**src/rtl/lu_pkg.sv**
```systemverilog
package lu_pkg;
   typedef enum logic [2:0] {
      LOP_AND = 3'd0,
      LOP_ORR = 3'd1,
      LOP_EOR = 3'd2,
      LOP_BIC = 3'd3,
      LOP_ORN = 3'd4,
      LOP_MVN = 3'd5,
      LOP_TST = 3'd6,
      LOP_RSV = 3'd7
   } lop_e;

   typedef struct packed {
      logic n;
      logic z;
      logic c;
   } lflags_t;

   function automatic logic lop_writes(input lop_e op);
      return (op != LOP_TST) && (op != LOP_RSV);
   endfunction
endpackage

```
**src/rtl/lu_bitop_core.sv**
```systemverilog
module lu_bitop_core
   import lu_pkg::*;
#(
   parameter int WIDTH = 32
) (
   input  lop_e             op_i,
   input  logic [WIDTH-1:0] opa_i,
   input  logic [WIDTH-1:0] opb_i,
   output logic [WIDTH-1:0] value_o
);
   genvar gi;
   generate
      for (gi = 0; gi < WIDTH; gi++) begin : g_bit
         logic a_b, b_b;
         assign a_b = opa_i[gi];
         assign b_b = opb_i[gi];
         always_comb begin
            unique case (op_i)
               LOP_AND, LOP_TST: value_o[gi] = a_b & b_b;
               LOP_ORR:          value_o[gi] = a_b | b_b;
               LOP_EOR:          value_o[gi] = a_b ^ b_b;
               LOP_BIC:          value_o[gi] = a_b & ~b_b;
               LOP_ORN:          value_o[gi] = a_b | ~b_b;
               LOP_MVN:          value_o[gi] = ~b_b;
               default:          value_o[gi] = 1'b0;
            endcase
         end
      end
   endgenerate
endmodule

```
**src/rtl/lu_flag_eval.sv**
```systemverilog
module lu_flag_eval
   import lu_pkg::*;
#(
   parameter int WIDTH = 32
) (
   input  logic [WIDTH-1:0] value_i,
   input  logic             carry_i,
   output lflags_t          flags_o
);
   localparam int MSB = WIDTH - 1;
   always_comb begin
      flags_o.n = value_i[MSB];
      flags_o.z = (value_i == '0);
      flags_o.c = carry_i;
   end
endmodule

```
**src/rtl/bitlogic_unit.sv**
```systemverilog
module bitlogic_unit
   import lu_pkg::*;
#(
   parameter int WIDTH = 32
) (
   input  logic             clk,
   input  logic             rst_n,
   input  logic             valid_i,
   input  logic [2:0]       op_i,
   input  logic [WIDTH-1:0] opa_i,
   input  logic [WIDTH-1:0] opb_i,
   input  logic             set_flags_i,
   input  logic             shift_carry_i,
   output logic [WIDTH-1:0] result_o,
   output logic             result_we_o,
   output logic             flag_n_o,
   output logic             flag_z_o,
   output logic             flag_c_o
);
   generate
      if (WIDTH < 2) begin : g_bad_width
         $error("bitlogic_unit: WIDTH must be at least 2");
      end
   endgenerate

   lop_e             op;
   logic [WIDTH-1:0] value;
   lflags_t          next_flags;
   lflags_t          flags_q;
   logic             do_write;
   logic             do_flags;

   assign op = lop_e'(op_i);

   lu_bitop_core #(.WIDTH(WIDTH)) core_i (
      .op_i    (op),
      .opa_i   (opa_i),
      .opb_i   (opb_i),
      .value_o (value)
   );

   lu_flag_eval #(.WIDTH(WIDTH)) flag_i (
      .value_i (value),
      .carry_i (shift_carry_i),
      .flags_o (next_flags)
   );

   assign do_write = valid_i && lop_writes(op);
   assign do_flags = valid_i && (op != LOP_RSV) && (set_flags_i || (op == LOP_TST));

   always_ff @(posedge clk) begin
      if (!rst_n) begin
         result_o    <= '0;
         result_we_o <= 1'b0;
         flags_q     <= '0;
      end else begin
         result_we_o <= do_write;
         if (do_write) result_o <= value;
         if (do_flags) flags_q <= next_flags;
      end
   end

   assign flag_n_o = flags_q.n;
   assign flag_z_o = flags_q.z;
   assign flag_c_o = flags_q.c;
endmodule

```
**config.mk**
```make
export PLATFORM = sky130hd
export DESIGN_NAME = bitlogic_unit
export DESIGN_NICKNAME = d
export VERILOG_FILES = /design/src/rtl/lu_pkg.sv /design/src/rtl/lu_bitop_core.sv /design/src/rtl/lu_flag_eval.sv /design/src/rtl/bitlogic_unit.sv
export SDC_FILE = /design/constraint.sdc
export NUM_CORES = 1
export LEC_CHECK = 0
export ABC_AREA = 1
export BUFFER_PORTS_ARGS = -buffer_cell sky130_fd_sc_hd__buf_2
export CORE_ASPECT_RATIO = 1.1
export CORE_MARGIN = 1.5
export CORE_UTILIZATION = 28
export CTS_CLUSTER_DIAMETER = 120
export DETAILED_ROUTE_END_ITERATION = 10
export PLACE_DENSITY_LB_ADDON = 0.05
export SYNTH_ARGS = -nofsm -noshare
export SYNTH_HDL_FRONTEND = slang
export SYNTH_SLANG_ARGS = --single-unit
```
**constraint.sdc**
```tcl
create_clock -name clk -period 3.5 [get_ports clk]
set_clock_uncertainty 0.1 [all_clocks]
set_input_delay 0.525 -clock clk [delete_from_list [all_inputs] [get_ports clk]]
set_output_delay 0.525 -clock clk [all_outputs]
set_load 0.05 [all_outputs]
```
Word-level counts from Yosys, hierarchy flattened
Cells that the tools add are included.
{"block": "totals", "memories": 0, "input_bits": 72, "reg_bits": 36, "elab_cells": 245, "latchBits": 0, "mem_bits_ro": 0, "ramBits": 0, "out_inout_bits": 36}
{"block": "classes", "n_eq_ne": 8, "n_reduce_logical": 8, "div": 0, "order_cmp": 0, "add_sub_neg": 0, "n_bitwise": 192, "muxes": 32, "n_mul": 0, "shift": 0}
{"operator": "one-hot mux 1 bit (6 select lines)", "count": 32}
{"operator": "AND 1 bit", "count": 64}
{"operator": "bitwise OR 1 bit", "count": 64}
{"operator": "logical NOT 32 bit", "count": 1}
{"operator": "inverter 1 bit", "count": 32}
{"operator": "bitwise XOR 1 bit", "count": 32}
{"operator": "equality test 3 bit, second input constant", "count": 3}
{"operator": "equality test 3 x 2 -> 1 bit, second input constant", "count": 2}
{"operator": "!= test 3 bit, second input constant", "count": 2}
{"operator": "logical AND 1 bit", "count": 4}
{"operator": "equality test 3 x 1 -> 1 bit, second input constant", "count": 1}
{"operator": "logical NOT 3 bit", "count": 1}
{"operator": "OR reduction 2 bit", "count": 1}
{"operator": "logical OR 1 bit", "count": 1}

Longest topological paths before layout
{"block": "logic_depth", "word_depth": 4, "mapped_depth": 15, "mapped_depth_nobuf": 14}

Cells and area by module
From an unflattened synthesis, not the netlist that was laid out.
{"block": "hier_totals", "cells_unflattened": 794, "hier_area_um2": 3903.7}
{"module": "lu_bitop_core", "seq_area_each_um2": 0.0, "cells_per_inst": 590, "area_per_inst_um2": 2423.6, "n_inst": 1}
{"module": "bitlogic_unit", "seq_area_each_um2": 720.7, "cells_per_inst": 171, "area_per_inst_um2": 1348.8, "n_inst": 1}
{"module": "lu_flag_eval", "seq_area_each_um2": 0.0, "cells_per_inst": 33, "area_per_inst_um2": 131.4, "n_inst": 1}

Least setup slack after synthesis
Ideal clock, no wire load.
{"block": "synth_path", "path_type": "in2reg", "start": "input port op_i[1]", "end": "register flags_q, in the netlist flag_z_o", "setup_slack_ns": 1.509, "path_buffers": 2, "required_ns": 3.330, "setup_time_ns": 0.070, "stages": 15, "arrival_ns": 1.821, "path_cell_list": "buf_4 nor2_2 nand2_1 inv_2 buf_4 nand2_1 nand2_1 nand2_1 nor2_1 nand2_1 nor2_1 nand2_1 nor2_1 nand3_1 a21oi_1"}
{"block": "synth_between", "elab_chain_cells": 4, "word_cells_on_any_way": 45, "cone_classes": "eq/ne (7); mux (32); reduce/logical (6)"}
{"item": "start, declared", "line": "bitlogic_unit.sv:9", "source": "input logic [2:0] op_i,"}
{"item": "equality test 3 bit or logical NOT 3 bit (tied branches)", "line": "lu_bitop_core.sv:18, bitlogic_unit.sv:49"}
{"item": "OR reduction 2 bit", "line": "lu_bitop_core.sv:18", "source": "unique case (op_i)"}
{"item": "one-hot mux 1 bit (6 select lines)", "line": "lu_bitop_core.sv:18"}
{"item": "logical NOT 32 bit", "line": "lu_flag_eval.sv:13", "source": "flags_o.z = (value_i == '0);"}
{"item": "end signal, assigned", "line": "bitlogic_unit.sv:59", "source": "if (do_flags) flags_q <= next_flags;"}
{"item": "end, declared", "line": "bitlogic_unit.sv:29", "source": "lflags_t flags_q;"}
Parallel ways exist; a longest one is shown, timed or not.
A chain may end at the register's enable or synchronous reset.

Final worst setup path
Same ends and word-level chain as after synthesis.

==> results.json <==
{
  "filler_cell_count": 1282,
  "p_leak_uw": 0.00242,
  "yosys_warnings": 0,
  "vias": 4019,
  "core_mm2": 0.0114,
  "slew_violations": 0,
  "required_ps": 3610,
  "area_growth_pct": 25.5,
  "grt_setup_unrepaired": "no",
  "ys_seq_elements": 36,
  "antenna_found_initial": 1,
  "grt_pass1_vias": 3678,
  "synth.distinct_cells": 24,
  "setup_tns_ps": 0,
  "yosysTopAreaCell": "nand2_1",
  "setup_violations": 0,
  "status": "completed",
  "drtIter0Drc": 201,
  "cp-endpoint": "flag_z_o",
  "dp_hpwl_um": 8960,
  "postCtsHoldBufs": 0,
  "synth.avg_cell_area_um2": 5.36,
  "port-buffer-count": 107,
  "start_util_pct": 28.4,
  "grt_max_degree": 43,
  "dieWidth_um": 106,
  "r2r_cells": 2,
  "fp.dieH_um": 116,
  "crit_fanout": 14,
  "synthCells": 604,
  "cts_tree": "built",
  "cp-start-kind": "input port",
  "period_share_pct": 68.8,
  "endpoint_kind": "flip-flop",
  "multi_input_area_mm2": 0.00213,
  "hold_viol": 0,
  "irDropWorstVdd_mv": 0.205,
  "die-area_mm2": 0.0122,
  "seq_area_um2": 721,
  "maxCapViolCount": 0,
  "num_rows": 41,
  "synth_top_cell_area_share_pct": 26.0,
  "firstDrtPassIters": 4,
  "postCtsSetupRepairBufs": 0,
  "cts_resized": 0,
  "numCtsBuffers": 5,
  "wirelength_um": 11800,
  "track_usage_pct": 19.5,
  "ios": 108,
  "drive_above_1_share_pct": 19.8,
  "criticalPathCategory": "in -> reg",
  "crit_start": "op_i[1]",
  "slew_headroom_pct": 52.7,
  "h-tree-depth": 2,
  "remaining_drc_errors": 0,
  "vias_per_cell": 4.71,
  "cts_buffer_depth": 2,
  "post-route-util_pct": 35.7,
  "holdCritStartpoint": "flag_c_o",
  "wl_per_cell_um": 13.8,
  "ant_nets": 0,
  "period_needed_ps": 2410,
  "yosysSeqAreaShare_pct": 22.3,
  "reg2reg_from": "result_o[30]",
  "r2r_slack_ps": 2630,
  "clock-sinks": 36,
  "tightest_slew_ps": 709,
  "rr_endpoint": "result_o[30]",
  "gp_congestion": 0.838,
  "cts.clk_slew.worst_paths_ps": 50,
  "nNetsFinal": 774,
  "arrival_ps": 2510,
  "synth.top_cells.by_area": "nand2_1, dfxtp_1, nor2_1",
  "root_buffer": "clkbuf_16",
  "grt_first_pass_wirelength_um": 18500,
  "powerDensity_mw_per_mm2": 355,
  "fmax_ghz": 0.415,
  "syn-num-nets": 676,
  "grt_overflow_total": 0,
  "clk_latency_ps": 270,
  "syn_area_mm2": 0.00324,
  "hold_path_class": "reg -> reg"
}
## synth_stat cells
library cell	instances
a21oi_1	15
inv_1	69
buf_2	13
clkbuf_2	1
a22oi_1	1
o211ai_1	13
nor3_1	1
o21bai_1	23
nand2_2	1
nor2_1	76
or2_2	8
nand4_1	2
nor2_2	1
o22ai_1	9
nand3_1	38
o21ai_0	48
dfxtp_1	36
nand3b_1	9
buf_4	2
clkbuf_1	9
inv_2	3
nand3_2	1
clkinv_1	1
nand2_1	224
## routing by layer
layer / vias to the layer above / GRT usage, % / wire length (um)
li1: 2112 / - / -
met1: 1791 / 22.4 / 4970
met2: 98 / 37.4 / 6020
met3: 16 / 3.49 / 607
met4: 2 / 4.77 / 209
met5: - / 0 / 13
## registers in the layout, summed over array words and instances, names as in the netlist
name,count
result_we_o,1
result_o,32
flag_c_o,1
flag_n_o,1
flag_z_o,1
## how the worst min path moves through the flow
stage	cells past startpoint	endpoint	slack (ps)
CTS	2	flag_c_o	380
floorplan	2	result_we_o	580
global route	2	flag_c_o	400
detailed placement	2	flag_c_o	370
global placement	2	flag_c_o	360
finish	2	flag_c_o	380
## kinds of logic after synthesis
kind of cell	count (synthesis)	share of synthesized area, %
simple gates	361	45.5
compound gates	109	20.1
buf+inv	98	12.1
flops	36	22.3
## where the power goes
group	switching [uW]	internal [uW]
clock	162	280
combinational	379	160
sequential	16.9	446
total	557	886
## through the flow
| step | instances | setup slack [ps] | hold WS (ps) | instance area (um^2) | total power [uW] |
|---|---|---|---|---|---|
| 3_5_place_dp | 845 | 746 | 370 | 3910 | 1020 |
| 3_3_place_gp | 845 | 757 | 365 | 3910 | 1010 |
| 4_1_cts | 853 | 1030 | 383 | 4060 | 1460 |
| 2_1_floorplan | 604 | 1510 | 576 | 3240 | 835 |
| 5_1_grt | 853 | 739 | 399 | 4060 | 1540 |
| 6_report | 854 | 1090 | 379 | 4060 | 1440 |
## area by class of cell
type                    instances  share of cell area [%]
clock inverters                 2                   0.246
repair buffers                116                    14.8
well taps                     150                    4.62
flip-flops and latches         36                    17.7
clock buffers                   6                    3.42
multi-input cells             470                    52.3
inverters                      73                    6.74
diodes                          1                  0.0616
## layout by cell type, fill, tap and decap left out
cell type | synthesis | routed
a21oi_1 | 15 | 15
a22oi_1 | 1 | 1
buf_2 | 13 | 107
buf_4 | 2 | 9
clkbuf_16 | 0 | 5
clkbuf_8 | 0 | 1
clkinv_1 | 1 | 1
clkinv_2 | 0 | 2
dfxtp_1 | 36 | 36
diode_2 | 0 | 1
inv_1 | 69 | 69
inv_2 | 3 | 3
nand2_1 | 224 | 224
nand2_2 | 1 | 1
nand3_1 | 38 | 38
nand3_2 | 1 | 1
nand3b_1 | 9 | 9
nand4_1 | 2 | 2
nor2_1 | 76 | 75
nor2_2 | 1 | 2
nor3_1 | 1 | 1
o211ai_1 | 13 | 13
o21ai_0 | 48 | 48
o21bai_1 | 23 | 23
o22ai_1 | 9 | 9
or2_2 | 8 | 8
## critical path, stage by stage
cell and delay [ps]:
buf_2 160, inv_1 90, nand3_1 200, nand2_1 380, inv_1 310, nand2_1 80, nand2_1 60, nand3_1 160
nor2_1 150, nand2_1 60, nor2_1 110, nand3_1 80, a21oi_1 130
Note: power is estimated with default switching activity, not from simulation.
